File: config.mk
export PLATFORM = sky130hd
export DESIGN_NAME = mem_access_ctrl
export DESIGN_NICKNAME = d
export VERILOG_FILES = /design/src/rtl/mac_pkg.sv /design/src/rtl/mac_seq.sv /design/src/rtl/mac_regs.sv /design/src/rtl/mem_access_ctrl.sv
export SDC_FILE = /design/constraint.sdc
export NUM_CORES = 1
export LEC_CHECK = 0
export ABC_AREA = 0
export BUFFER_PORTS_ARGS = -buffer_cell sky130_fd_sc_hd__buf_2
export CAP_MARGIN = 20
export CORE_UTILIZATION = 52
export CTS_BUF_LIST = sky130_fd_sc_hd__clkbuf_8
export DETAILED_ROUTE_END_ITERATION = 6
export PLACE_DENSITY = 0.82
export SLEW_MARGIN = 20
export SYNTH_ARGS = -nofsm -noshare
export SYNTH_HDL_FRONTEND = slang
export SYNTH_HIERARCHICAL = 1
export SYNTH_SLANG_ARGS = --single-unit
export TNS_END_PERCENT = 20
File: constraint.sdc
create_clock -name clk -period 2.46 [get_ports clk]
set_clock_uncertainty 0.2 [all_clocks]
set_input_delay 0.246 -clock clk [delete_from_list [all_inputs] [get_ports clk]]
set_output_delay 0.246 -clock clk [all_outputs]
set_load 0.05 [all_outputs]
File: src/rtl/mac_pkg.sv
package mac_pkg;
    localparam logic [3:0] DST_AHI  = 4'b1010;
    localparam logic [3:0] DST_RD   = 4'b1011;
    localparam logic [3:0] DST_WR   = 4'b1101;
    localparam logic [3:0] DST_WDAT = 4'b1111;

    localparam int NSINK = 3; // data reg, lower address, instruction reg

    typedef enum logic [1:0] {
        ST_IDLE,
        ST_RD_WAIT,
        ST_WR_WAIT
    } mac_state_t;
endpackage

File: src/rtl/mac_seq.sv
module mac_seq
    import mac_pkg::*;
#(
    parameter int DW = 8
) (
    input  logic            clk,
    input  logic            rst_n,
    input  logic [3:0]      dst_sel,
    input  logic [DW-1:0]   alu_bus,
    input  logic [DW-1:0]   addr_hi_q,
    input  logic [DW-1:0]   wdata_q,
    output logic            lo_launch_we,
    output logic            cap_en,
    output logic [2*DW-1:0] mem_addr,
    output logic [DW-1:0]   mem_wdata,
    output logic            mem_rd,
    output logic            mem_we,
    output logic            busy,
    output logic            rd_done,
    output logic            acc_err
);
    localparam int AW = 2 * DW;

    mac_state_t state_q, state_d;
    logic [AW-1:0] addr_lat_q;
    logic [DW-1:0] data_lat_q;
    logic          req_rd, req_wr, req_any;

    assign req_rd  = (dst_sel == DST_RD);
    assign req_wr  = (dst_sel == DST_WR);
    assign req_any = req_rd | req_wr;

    always_comb begin
        state_d = state_q;
        unique case (state_q)
            ST_IDLE: begin
                if (req_rd)      state_d = ST_RD_WAIT;
                else if (req_wr) state_d = ST_WR_WAIT;
            end
            ST_RD_WAIT: state_d = ST_IDLE;
            ST_WR_WAIT: state_d = ST_IDLE;
            default:    state_d = ST_IDLE;
        endcase
    end

    always_ff @(posedge clk) begin
        if (!rst_n) state_q <= ST_IDLE;
        else        state_q <= state_d;
    end

    always_comb begin
        mem_rd       = 1'b0;
        mem_we       = 1'b0;
        busy         = 1'b0;
        cap_en       = 1'b0;
        lo_launch_we = 1'b0;
        unique case (state_q)
            ST_IDLE:    lo_launch_we = req_any;
            ST_RD_WAIT: begin
                mem_rd = 1'b1;
                busy   = 1'b1;
                cap_en = 1'b1;
            end
            ST_WR_WAIT: begin
                mem_we = 1'b1;
                busy   = 1'b1;
            end
            default: ;
        endcase
    end

    always_ff @(posedge clk) begin
        if (!rst_n) begin
            addr_lat_q <= '0;
            data_lat_q <= '0;
            rd_done    <= 1'b0;
            acc_err    <= 1'b0;
        end else begin
            rd_done <= cap_en;
            if (lo_launch_we) begin
                addr_lat_q <= {addr_hi_q, alu_bus};
                data_lat_q <= wdata_q;
            end
            if (busy && req_any) acc_err <= 1'b1;
        end
    end

    assign mem_addr  = addr_lat_q;
    assign mem_wdata = data_lat_q;

    p_busy_one_cycle_r3: assert property (@(posedge clk) disable iff (!rst_n)
        busy |=> !busy);
    p_read_follows_launch_r3: assert property (@(posedge clk) disable iff (!rst_n)
        (!busy && req_rd) |=> (mem_rd && busy));
    p_we_single_r4: assert property (@(posedge clk) disable iff (!rst_n)
        mem_we |=> !mem_we);
    p_err_sticky_r7: assert property (@(posedge clk) disable iff (!rst_n)
        acc_err |=> acc_err);
    p_err_on_collision_r7: assert property (@(posedge clk) disable iff (!rst_n)
        (busy && req_any) |=> (acc_err && !busy));
    p_strobe_excl_r4: assert property (@(posedge clk) disable iff (!rst_n)
        !(mem_rd && mem_we));
endmodule

File: src/rtl/mac_regs.sv
module mac_regs
    import mac_pkg::*;
#(
    parameter int DW = 8
) (
    input  logic          clk,
    input  logic          rst_n,
    input  logic [3:0]    dst_sel,
    input  logic [DW-1:0] alu_bus,
    input  logic [1:0]    mdst_sel,
    input  logic [DW-1:0] mem_rdata,
    input  logic          cap_en,
    input  logic          lo_launch_we,
    output logic [DW-1:0] addr_hi_q,
    output logic [DW-1:0] addr_lo_q,
    output logic [DW-1:0] wdata_q,
    output logic [DW-1:0] mdr_q,
    output logic [DW-1:0] ir_q
);
    // sink g loads when the sink code exceeds g, only at read completion
    logic [NSINK-1:0] sink_ld;

    generate
        for (genvar g = 0; g < NSINK; g++) begin : g_sink
            assign sink_ld[g] = cap_en && (int'(mdst_sel) > g);
        end
    endgenerate

    always_ff @(posedge clk) begin
        if (!rst_n) begin
            addr_hi_q <= '0;
            addr_lo_q <= '0;
            wdata_q   <= '0;
            mdr_q     <= '0;
            ir_q      <= '0;
        end else begin
            if (dst_sel == DST_AHI)  addr_hi_q <= alu_bus;
            if (dst_sel == DST_WDAT) wdata_q   <= alu_bus;
            if (sink_ld[0]) mdr_q <= mem_rdata;
            if (sink_ld[1])        addr_lo_q <= mem_rdata;
            else if (lo_launch_we) addr_lo_q <= alu_bus;
            if (sink_ld[2]) ir_q <= mem_rdata;
        end
    end

    p_ir_only_on_read_r5: assert property (@(posedge clk) disable iff (!rst_n)
        !cap_en |=> $stable(ir_q));
    p_mdr_only_on_read_r6: assert property (@(posedge clk) disable iff (!rst_n)
        !cap_en |=> $stable(mdr_q));
endmodule

File: src/rtl/mem_access_ctrl.sv
module mem_access_ctrl
    import mac_pkg::*;
#(
    parameter int DW = 8,
    localparam int AW = 2 * DW
) (
    input  logic          clk,
    input  logic          rst_n,
    input  logic [3:0]    dst_sel,
    input  logic [DW-1:0] alu_bus,
    input  logic [1:0]    mdst_sel,
    input  logic [DW-1:0] mem_rdata,
    output logic [AW-1:0] mem_addr,
    output logic [DW-1:0] mem_wdata,
    output logic          mem_rd,
    output logic          mem_we,
    output logic          busy,
    output logic          rd_done,
    output logic          acc_err,
    output logic [DW-1:0] addr_hi_q,
    output logic [DW-1:0] addr_lo_q,
    output logic [DW-1:0] wdata_q,
    output logic [DW-1:0] mdr_q,
    output logic [DW-1:0] ir_q
);
    logic lo_launch_we, cap_en;

    mac_seq #(.DW(DW)) seq_i (
        .clk(clk), .rst_n(rst_n), .dst_sel(dst_sel), .alu_bus(alu_bus),
        .addr_hi_q(addr_hi_q), .wdata_q(wdata_q),
        .lo_launch_we(lo_launch_we), .cap_en(cap_en),
        .mem_addr(mem_addr), .mem_wdata(mem_wdata),
        .mem_rd(mem_rd), .mem_we(mem_we), .busy(busy),
        .rd_done(rd_done), .acc_err(acc_err)
    );

    mac_regs #(.DW(DW)) regs_i (
        .clk(clk), .rst_n(rst_n), .dst_sel(dst_sel), .alu_bus(alu_bus),
        .mdst_sel(mdst_sel), .mem_rdata(mem_rdata),
        .cap_en(cap_en), .lo_launch_we(lo_launch_we),
        .addr_hi_q(addr_hi_q), .addr_lo_q(addr_lo_q), .wdata_q(wdata_q),
        .mdr_q(mdr_q), .ir_q(ir_q)
    );

    p_lo_held_on_drop_r7: assert property (@(posedge clk) disable iff (!rst_n)
        (busy && !mem_rd && (dst_sel == DST_RD || dst_sel == DST_WR)) |=> $stable(addr_lo_q));
endmodule

==> reports/metrics.cfg, run 1 <==
[drt]
vias=2394
drt_first_iter_violations=133
route.detailed.wl_per_inst_um=14.1
detail-route-antenna-nets=0
viasPerCell=5.13
detail_route.drc_violations=0
firstDrtPassIters=4
totalWireLength_um=6570

[placement]
routabilityCongestion=0.741
place.detailed.hpwl_um=4400
io_buffers=92
postPlaceCellArea_um2=3300

[synthesis]
synth_top_family_by_area=multiplexers
yosys_top_cell_area_share=0.478
netlist-cell-type-count=31
post-synth-top-count-cell=sky130_fd_sc_hd__nand2_1
commonest_register_cell_after_synthesis=sky130_fd_sc_hd__dfxtp_1
post_synth_mux_area_share=0.197
netlist_area_um2=2850
part_of_the_yosys_area_used_for_sequential_elements=0.478
post_synth_main_area_contributors=sky130_fd_sc_hd__dfxtp_1 48%, sky130_fd_sc_hd__mux2i_1 20%, sky130_fd_sc_hd__nand2_1 13%
synthCells=289
syn_area_per_cell_um2=9.85
synth-seq-cells=68
synth_edf_count=0
simple_gate_share_of_the_synthesized_area=0.185
synthDominantAreaCellType=sky130_fd_sc_hd__dfxtp_1
synthArstFlopShare=0
mappedNetlistNets=316
synth-adder-area-share=0.0132
synth_warn=6
synth_commonest_cells=98 x sky130_fd_sc_hd__nand2_1, 68 x sky130_fd_sc_hd__dfxtp_1, 56 x sky130_fd_sc_hd__mux2i_1, 8 x sky130_fd_sc_hd__a22o_1, 8 x sky130_fd_sc_hd__o221a_2
post_synth_xor_area_fraction=0.00308
synth-compound-area-share=0.0734

[die]
initial_utilization=0.550
floorplan.rows=26
floorplan.die.width_um=76.0
floorplan.die_area_um2=5770
floorplan.core_area_um2=5170
i_o_pins=93
die_y_extent_um=76.0

[final_layout]
multi_input_comb_area_um2=1340
antenna-diode-count=0
layout-area-overhead-vs-synth_pct=28.4
final_net_count=420
fill_cells=392
sequential_cell_area_um2=1360
layout_cell_area_excl_fill_um2=3650
final_util=0.706
drive_above_1_share=0.312

[cts]
inserted_clock_buffers=9
htree_levels=3
worst_skew_pair.late_latency_ps=330
clockRootBuffer=sky130_fd_sc_hd__clkbuf_8
tritoncts=yes
tritoncts_num_sinks=68
post_cts_resize_count=0
clk_transition_reported_paths_ps=60
cts-root-to-sink-buffers=2

[worst_setup_path]
end_kind=primary output
worstPathArrival_ps=1690
critical_path.startpoint_type=flop
cp_cell_sequence=inv_1, ha_1, buf_2
worst_path_largest_cell_delay_ps=560
cpMaxStageDelayCell=sky130_fd_sc_hd__ha_1
cp_data_required_time_ps=2010
worstPathMaxFanout=13
crit_type=flop to primary output

[grt]
globalRoute.totalOverflow=0
grt_pass1_wl_um=11000
vias_in_the_first_global_route=2284
grt_start_max_net_pins=58
grtUsageTotal=0.243
grt_antenna_before_repair=0

[hold_path]
hold_class=input pin to flop

[run]
max_cap_viol_count=0

[timing]
post-route-min-period_ps=2140
timing.setup.tns_ps=0
maxSlewHeadroom=0.572
maxClockFrequency_ghz=0.468
finalSetupViolations=0
final-max-slew-violation-count=0
period_share=0.869
timing_worst_slew_pin_value_ps=641
hold-worst-slack_ps=109
grt_setup_unrepaired=no
finalHoldViolations=0

[power_and_ir_drop]
irDropWorstVdd_v=0.000424
power-per-cell-area_nw_per_um2=641
totalPowerFinal_w=0.00234
power_leakage_nw=1.79

[outcome]
run_status=complete, no violations

through the flow:
step / std cells / setup slack, ps
2_1_floorplan: 289 / 609
3_3_place_gp: 435 / 540
3_5_place_dp: 435 / 449
4_1_cts: 467 / 290
5_1_grt: 467 / 227
6_report: 467 / 322
path summary, 6_finish.rpt:
kind,start,end,slack (ps),depth (start not counted)
worst max register to register,seq_i/state_q[0],seq_i/mem_addr[12],420,6
worst min register to register,seq_i/mem_addr[2],seq_i/mem_addr[2],260,2
worst max-delay path,seq_i/state_q[1],mem_rd,320,3
worst min-delay path,dst_sel[2],seq_i/state_q[0],110,4
cell type report:
type,count,area share
sequential,68,0.373
clock buffer,13,0.0490
clock inverter,2,0.00240
timing repair buffer,112,0.183
inverter,2,0.00205
multi-input combinational,200,0.367
tap,70,0.0240
registers in the layout (all words and copies together), names as in the netlist:
signal / flops
regs_i/addr_hi_q: 8
regs_i/addr_lo_q: 8
regs_i/ir_q: 8
regs_i/mdr_q: 8
regs_i/wdata_q: 8
seq_i/acc_err: 1
seq_i/mem_addr: 16
seq_i/mem_wdata: 8
seq_i/rd_done: 1
seq_i/state_q: 2
power breakdown:
group,internal (W),switching [W]
clock network,0.000466,0.000386
logic,0.000113,0.000230
registers,0.00113,0.0000183
logic make-up (layout without fill, tap and decap cells):
family          after synthesis  in the layout
simple gates                118            118
flops                        68             68
compound gates               22             22
xor+xnor                      1              1
fa+ha+maj                     3              3
mux                          56             56
buf+inv                      21            129
critical path, delay by kind of cell, from the launching register on:
| kind | cells | cell delay, ps |
|---|---|---|
| flops | 1 | 340 |
| buf+inv | 2 | 460 |
| fa+ha+maj | 1 | 560 |
timing repair:
| item | in CTS | in global routing |
|---|---|---|
| endpoints found under the setup margin | 0 | 0 |
| setup buffers | 0 | 0 |
| hold endpoints to repair | 30 | 0 |
| hold buffers | 17 | 0 |
layout by cell type (no fill, tap or decap):
master	n
sky130_fd_sc_hd__nor2b_1	6
sky130_fd_sc_hd__and2_1	1
sky130_fd_sc_hd__o21ai_4	1
sky130_fd_sc_hd__o32ai_1	1
sky130_fd_sc_hd__buf_4	3
sky130_fd_sc_hd__dlygate4sd3_1	17
sky130_fd_sc_hd__dfxtp_1	68
sky130_fd_sc_hd__a21oi_1	1
sky130_fd_sc_hd__a31oi_1	1
sky130_fd_sc_hd__and3b_2	1
sky130_fd_sc_hd__nand2_1	98
sky130_fd_sc_hd__nor2_1	1
sky130_fd_sc_hd__clkinv_2	1
sky130_fd_sc_hd__ha_1	3
sky130_fd_sc_hd__and2b_1	2
sky130_fd_sc_hd__clkbuf_8	13
sky130_fd_sc_hd__nand3_1	4
sky130_fd_sc_hd__o21a_1	1
sky130_fd_sc_hd__xnor2_1	1
sky130_fd_sc_hd__o21ai_0	1
sky130_fd_sc_hd__a22o_1	8
sky130_fd_sc_hd__mux2i_1	56
sky130_fd_sc_hd__nand4_2	1
sky130_fd_sc_hd__inv_1	3
sky130_fd_sc_hd__nand2_4	1
sky130_fd_sc_hd__and4bb_2	1
sky130_fd_sc_hd__nand3_4	1
sky130_fd_sc_hd__o221a_2	8
sky130_fd_sc_hd__buf_12	1
sky130_fd_sc_hd__nor2_4	1
sky130_fd_sc_hd__buf_2	91
layer usage:
layer | vias up | share of wire | track usage
li1 | 1183 | - | -
met1 | 1127 | 0.46 | 0.310
met2 | 78 | 0.47 | 0.391
met3 | 6 | 0.060 | 0.0731
met4 | 0 | 0.0096 | 0.0827
met5 | - | 0 | 0
Power figures use the tool's default switching activity.
==> run 2: changes to the inputs <==
--- a/config.mk
+++ b/config.mk
@@ -5,13 +5,12 @@
 export SDC_FILE = /design/constraint.sdc
 export NUM_CORES = 1
 export LEC_CHECK = 0
-export ABC_AREA = 0
+export ABC_AREA = 1
 export BUFFER_PORTS_ARGS = -buffer_cell sky130_fd_sc_hd__buf_2
 export CAP_MARGIN = 20
-export CORE_UTILIZATION = 52
-export CTS_BUF_LIST = sky130_fd_sc_hd__clkbuf_8
+export CORE_UTILIZATION = 51
 export DETAILED_ROUTE_END_ITERATION = 6
-export PLACE_DENSITY = 0.82
+export PLACE_DENSITY = 0.79
 export SLEW_MARGIN = 20
 export SYNTH_ARGS = -nofsm -noshare
 export SYNTH_HDL_FRONTEND = slang
==> reports/metrics.cfg, run 2 <==
[grt]
globalRoute.totalOverflow=0  ; unchanged
grt_antenna_before_repair=0  ; unchanged
grtUsageTotal=0.250  ; +0.00710
grt_pass1_wl_um=12300  ; +12%
grt_start_max_net_pins=51  ; -12%
vias_in_the_first_global_route=2672  ; +17%

[worst_setup_path]
cpMaxStageDelayCell=sky130_fd_sc_hd__ha_1
worst_path_largest_cell_delay_ps=560  ; about the same
cpLargestDelayFamily=adder cells
cp_data_required_time_ps=2010  ; about the same
crit_type=flop to primary output
critical_path.startpoint_type=flop
r2r_setup_slack_ps=510  ; +90 ps
end_kind=primary output
worst-path-buf-inv=2  ; unchanged
worstPathArrival_ps=1700  ; about the same
cp_cell_sequence=inv_1, ha_1, buf_2
worstPathMaxFanout=14  ; +1

[timing]
maxClockFrequency_ghz=0.465  ; -0.47%
maxSlewHeadroom=0.477  ; -0.0953
timing_worst_slew_pin_value_ps=783  ; +142 ps
timing.setup.tns_ps=0  ; unchanged
post-route-min-period_ps=2150  ; +9.99 ps
grt_setup_unrepaired=no
finalHoldViolations=0  ; unchanged
period_share=0.873  ; +0.00406
finalSetupViolations=0  ; unchanged
final-max-slew-violation-count=0  ; unchanged

[final_layout]
antenna-diode-count=0  ; unchanged
finalNonFillerCells=593  ; +27%
final_util=0.663  ; -0.0434
largest_register_ffs=16  ; unchanged
final_net_count=543  ; +29%
drive_above_1_share=0.253  ; -0.0590
mostFrequentLayoutCell=sky130_fd_sc_hd__nand2_1
final_cell_mix=95 x sky130_fd_sc_hd__nand2_1, 92 x sky130_fd_sc_hd__buf_2, 68 x sky130_fd_sc_hd__dfxtp_1
layout-area-overhead-vs-synth_pct=21.9

[drt]
viasPerCell=5.13  ; +0.17%
totalWireLength_um=7610  ; +16%
detail_route.drc_violations=0  ; unchanged
vias=3045  ; +27%
firstDrtPassIters=4  ; unchanged
drt_first_iter_violations=303  ; +130%
route.detailed.wl_per_inst_um=12.8  ; -8.8%
detail-route-antenna-nets=0  ; unchanged

[synthesis]
netlist-cell-type-count=20  ; -35%
post-synth-top-count-cell=sky130_fd_sc_hd__nand2_1
synth_commonest_cells=95 x sky130_fd_sc_hd__nand2_1, 68 x sky130_fd_sc_hd__dfxtp_1, 58 x sky130_fd_sc_hd__nand3_1, 51 x sky130_fd_sc_hd__nor2_1, 50 x sky130_fd_sc_hd__inv_1
syn_area_per_cell_um2=7.18  ; -27%
commonest_register_cell_after_synthesis=sky130_fd_sc_hd__dfxtp_1
yosys_top_cell_area_share=0.441  ; -0.0373
netlist_area_um2=3090  ; +8.4%
synth_edf_count=0  ; unchanged
synth_warn=6  ; unchanged
part_of_the_yosys_area_used_for_sequential_elements=0.441  ; -0.0373
mappedNetlistNets=457  ; +45%
synthDominantAreaCellType=sky130_fd_sc_hd__dfxtp_1
synthArstFlopShare=0  ; unchanged
synth-seq-cells=68  ; unchanged
post_synth_main_area_contributors=sky130_fd_sc_hd__dfxtp_1 44%, sky130_fd_sc_hd__nand2_1 12%, sky130_fd_sc_hd__nand3_1 9.4%
synthCells=430  ; +49%

[placement]
routabilityCongestion=0.852  ; +15%
placedCellCount=569  ; +31%
io_buffers=92  ; unchanged
place.detailed.hpwl_um=5170  ; +17%

[outcome]
run_status=complete, no violations

[power_and_ir_drop]
power_leakage_nw=1.86  ; +3.9%
irDropWorstVdd_v=0.000340  ; -20%
power-per-cell-area_nw_per_um2=672  ; +4.8%

[die]
floorplan.die.width_um=79.8  ; +5.0%
i_o_pins=93  ; unchanged
floorplan.rows=27  ; +3.8%
die_y_extent_um=79.8  ; +5.0%
floorplan.core_area_um2=5680  ; +9.7%
initial_utilization=0.544  ; -0.00642
floorplan.die_area_um2=6360  ; +10%

[cts]
post_cts_resize_count=0  ; unchanged
cts-root-to-sink-buffers=2  ; unchanged
holdBufCountCts=8  ; -9
clk_transition_reported_paths_ps=80  ; +20 ps
worst_skew_pair.late_latency_ps=340  ; about the same
clockRootBuffer=sky130_fd_sc_hd__clkbuf_8
tritoncts_num_sinks=68  ; unchanged
tritoncts=yes
inserted_clock_buffers=9  ; unchanged
htree_levels=3  ; unchanged
postCtsSetupRepairBufs=0  ; unchanged

[run]
max_cap_viol_count=0  ; unchanged

[hold_path]
hold_class=input pin to flop

## run 2: cell types whose count changed after synthesis, moves of 12 or more
cell and delta:
sky130_fd_sc_hd__nor2_1 +50, sky130_fd_sc_hd__inv_1 +48, sky130_fd_sc_hd__a21oi_2 +12, sky130_fd_sc_hd__mux2i_1 -56, sky130_fd_sc_hd__nand3_1 +54, sky130_fd_sc_hd__a21oi_1 +46
## run 2: cells by family (layout without fill, tap and decap cells)
kind of cell / Yosys count / in the layout / synth area share
adders and majority gates: 3 / 3 / 0.0122
and+or+nand+nor: 219 / 219 / 0.309
buffers and inverters: 80 / 171 / 0.125
DFF: 68 / 68 / 0.441
AOI/OAI and AO/OA: 60 / 60 / 0.113
## run 2: worst reg2reg max path, cell delays in order (launching register included)
cell	delay, ps
sky130_fd_sc_hd__dfxtp_1	320
sky130_fd_sc_hd__inv_1	90
sky130_fd_sc_hd__ha_1	560
sky130_fd_sc_hd__nand2_4	290
sky130_fd_sc_hd__nand2_2	210
sky130_fd_sc_hd__nand2_1	70
sky130_fd_sc_hd__a21oi_1	130
## run 2: final timing paths
check        cells after the start              from         endpoint
max                              3  seq_i/state_q[1]           mem_rd
min                              3       mdst_sel[0]   regs_i/ir_q[1]
max reg2reg                      6  seq_i/state_q[1]  regs_i/mdr_q[3]
min reg2reg                      2    regs_i/ir_q[7]   regs_i/ir_q[7]
## run 2: through the flow
step / setup WS, ps / total power (W) / hold WS (ps) / instance area, um^2
2_1_floorplan: 557 / 0.00154 / 191 / 3090
3_3_place_gp: 580 / 0.00164 / 251 / 3490
3_5_place_dp: 560 / 0.00164 / 254 / 3490
4_1_cts: 321 / 0.00254 / 62.5 / 3760
5_1_grt: 243 / 0.00263 / 78.8 / 3760
6_report: 312 / 0.00253 / 73.9 / 3760
## run 2: final cells by class
class / count / area (um^2)
Fill cell: 510 / 1910
Inverter: 50 / 188
Clock inverter: 6 / 65.1
Timing Repair Buffer: 105 / 591
Sequential cell: 68 / 1360
Clock buffer: 10 / 128
Multi-Input combinational cell: 282 / 1340
Tap cell: 72 / 90.1
## run 2: per-layer routing
layer	GRT usage	part of all wire
met2	0.396	0.45
met3	0.0526	0.073
met4	0.125	0.030
met1	0.320	0.45
met5	0	0
## run 2: power breakdown
group / total (W) / switching (W) / internal (W)
sequential: 0.00117 / 0.0000266 / 0.00115
combinational: 0.000459 / 0.000337 / 0.000122
clock: 0.000898 / 0.000430 / 0.000468
total: 0.00253 / 0.000793 / 0.00174
==> run 3: changes to the inputs <==
--- a/config.mk
+++ b/config.mk
@@ -8,9 +8,9 @@
 export ABC_AREA = 1
 export BUFFER_PORTS_ARGS = -buffer_cell sky130_fd_sc_hd__buf_2
 export CAP_MARGIN = 20
-export CORE_UTILIZATION = 51
+export CORE_UTILIZATION = 50
 export DETAILED_ROUTE_END_ITERATION = 6
-export PLACE_DENSITY = 0.79
+export PLACE_DENSITY = 0.78
 export SLEW_MARGIN = 20
 export SYNTH_ARGS = -nofsm -noshare
 export SYNTH_HDL_FRONTEND = slang
==> reports/metrics.cfg, run 3 (same netlist as run 2, synthesis figures left out) <==
[die]
floorplan.die.width_um=80.6  ; +0.97%
floorplan.rows=28  ; +3.7%
floorplan.core_area_um2=5920  ; +4.3%
i_o_pins=93  ; unchanged
floorplan.die_area_um2=6490  ; +2.0%
die_y_extent_um=80.6  ; +0.97%
initial_utilization=0.521  ; -0.0225

[hold_path]
hold_start=alu_bus[2]
hold_class=input pin to flop

[grt]
grt_start_max_net_pins=51  ; unchanged
grtUsageTotal=0.239  ; -0.0112
grt_antenna_before_repair=0  ; unchanged
globalRoute.totalOverflow=0  ; unchanged
vias_in_the_first_global_route=2494  ; -6.7%
grt_pass1_wl_um=11600  ; -6.0%

[timing]
timing_worst_slew_pin_value_ps=795  ; +11.9 ps
timing.setup.tns_ps=0  ; unchanged
final-max-slew-violation-count=0  ; unchanged
post-route-min-period_ps=2100  ; -51.3 ps
final.setup.worst_slack_ps=363  ; +51.3 ps
period_share=0.852  ; -0.0209
maxSlewHeadroom=0.469  ; -0.00792
finalSetupViolations=0  ; unchanged
maxClockFrequency_ghz=0.477  ; +2.4%
finalHoldViolations=0  ; unchanged
grt_setup_unrepaired=no

[worst_setup_path]
worst_path_largest_cell_delay_ps=530  ; -30 ps
cpMaxStageDelayCell=sky130_fd_sc_hd__ha_1
cp_data_required_time_ps=2010  ; about the same
worstPathArrival_ps=1650  ; -50 ps
reg2reg_from=seq_i/state_q[1]
cp_cell_sequence=inv_1, ha_1, buf_2
critical_path.startpoint=seq_i/state_q[1]
end_kind=primary output
crit_type=flop to primary output
worstPathMaxFanout=14  ; unchanged
worst-path-buf-inv=2  ; unchanged
critical_path.startpoint_type=flop
cpLargestDelayFamily=adder cells

[placement]
io_buffers=92  ; unchanged
place_ws_ps=597  ; +36.7 ps
routabilityCongestion=0.886  ; +4.1%
place.detailed.hpwl_um=5130  ; -0.81%

[cts]
clk_transition_reported_paths_ps=70  ; about the same
tritoncts_num_sinks=68  ; unchanged
clockRootBuffer=sky130_fd_sc_hd__clkbuf_8
worst_skew_pair.late_latency_ps=330  ; about the same
tritoncts=yes
postCtsSetupRepairBufs=0  ; unchanged
cts-root-to-sink-buffers=2  ; unchanged
htree_levels=3  ; unchanged
inserted_clock_buffers=9  ; unchanged

[outcome]
run_status=complete, no violations

[final_layout]
sequential_cell_area_um2=1360  ; unchanged
mostFrequentLayoutCell=sky130_fd_sc_hd__nand2_1
multi_input_comb_area_um2=1340  ; unchanged
fill_cells=544  ; +6.7%
final_net_count=543  ; unchanged
drive_above_1_share=0.251  ; -0.00192
largest_register_ffs=16  ; unchanged
antenna-diode-count=0  ; unchanged
final_cell_mix=95 x sky130_fd_sc_hd__nand2_1, 92 x sky130_fd_sc_hd__buf_2, 68 x sky130_fd_sc_hd__dfxtp_1
layout-area-overhead-vs-synth_pct=22.9

[drt]
route.detailed.wl_per_inst_um=12.5  ; -2.2%
totalWireLength_um=7480  ; -1.7%
detail_route.drc_violations=0  ; unchanged
detail-route-antenna-nets=0  ; unchanged
viasPerCell=4.99  ; -2.7%
firstDrtPassIters=5  ; +1
drt_first_iter_violations=177  ; -42%
vias=2977  ; -2.2%

[power_and_ir_drop]
irDropWorstVdd_v=0.000335  ; -1.5%
power-per-cell-area_nw_per_um2=696  ; +3.6%
power_leakage_nw=1.87  ; +0.56%

[run]
max_cap_viol_count=0  ; unchanged

[run 3: stage by stage]
| stage | power (W) | hold WS (ps) | std cells | utilization | instance area [um^2] |
|---|---|---|---|---|---|
| floorplan | 0.00154 | 191 | 430 | - | 3090 |
| global placement | 0.00164 | 250 | 572 | 0.590 | 3490 |
| detailed placement | 0.00164 | 256 | 572 | 0.590 | 3490 |
| CTS | 0.00266 | 60.2 | 596 | 0.640 | 3790 |
| global route | 0.00275 | 71.9 | 596 | 0.640 | 3790 |
| finish | 0.00264 | 82.7 | 596 | 0.640 | 3790 |
[run 3: layout make-up]
cell class,instances,area share
Sequential cell,68,0.359
Multi-Input combinational cell,282,0.353
Clock inverter,4,0.0191
Timing Repair Buffer,105,0.156
Clock buffer,12,0.0383
Inverter,50,0.0495
Tap cell,75,0.0248
[run 3: final timing paths]
path	end	slack, ps	cells after the start
max	mem_rd	360	3
min	regs_i/wdata_q[2]	80	5
max reg2reg	regs_i/ir_q[5]	540	5
min reg2reg	regs_i/ir_q[6]	270	2
[run 3: where the power goes]
part,total [W],internal (W),switching [W]
logic,0.000456,0.000122,0.000334
clock network,0.00101,0.000598,0.000414
registers,0.00117,0.00115,0.0000267
[run 3: routing by layer]
metal	GRT usage	part of all wire	vias to the layer above	wire length, um
met2	0.374	0.47	101	3550
met5	0	0	-	0
met3	0.0568	0.066	7	494
met4	0.0911	0.013	0	95
li1	-	-	1532	-
met1	0.315	0.45	1337	3340
[run 3: what timing repair did]
item,in CTS,in global routing
resized for setup,0,0
endpoints found under the setup margin,0,0
endpoints found under the hold margin,10,0
hold buffers,8,0
[run 3: worst min-delay path: cells and delay by family]
kind / cells / cell delay, ps
AND/OR/NAND/NOR: 3 / 130
buffers and inverters: 2 / 200
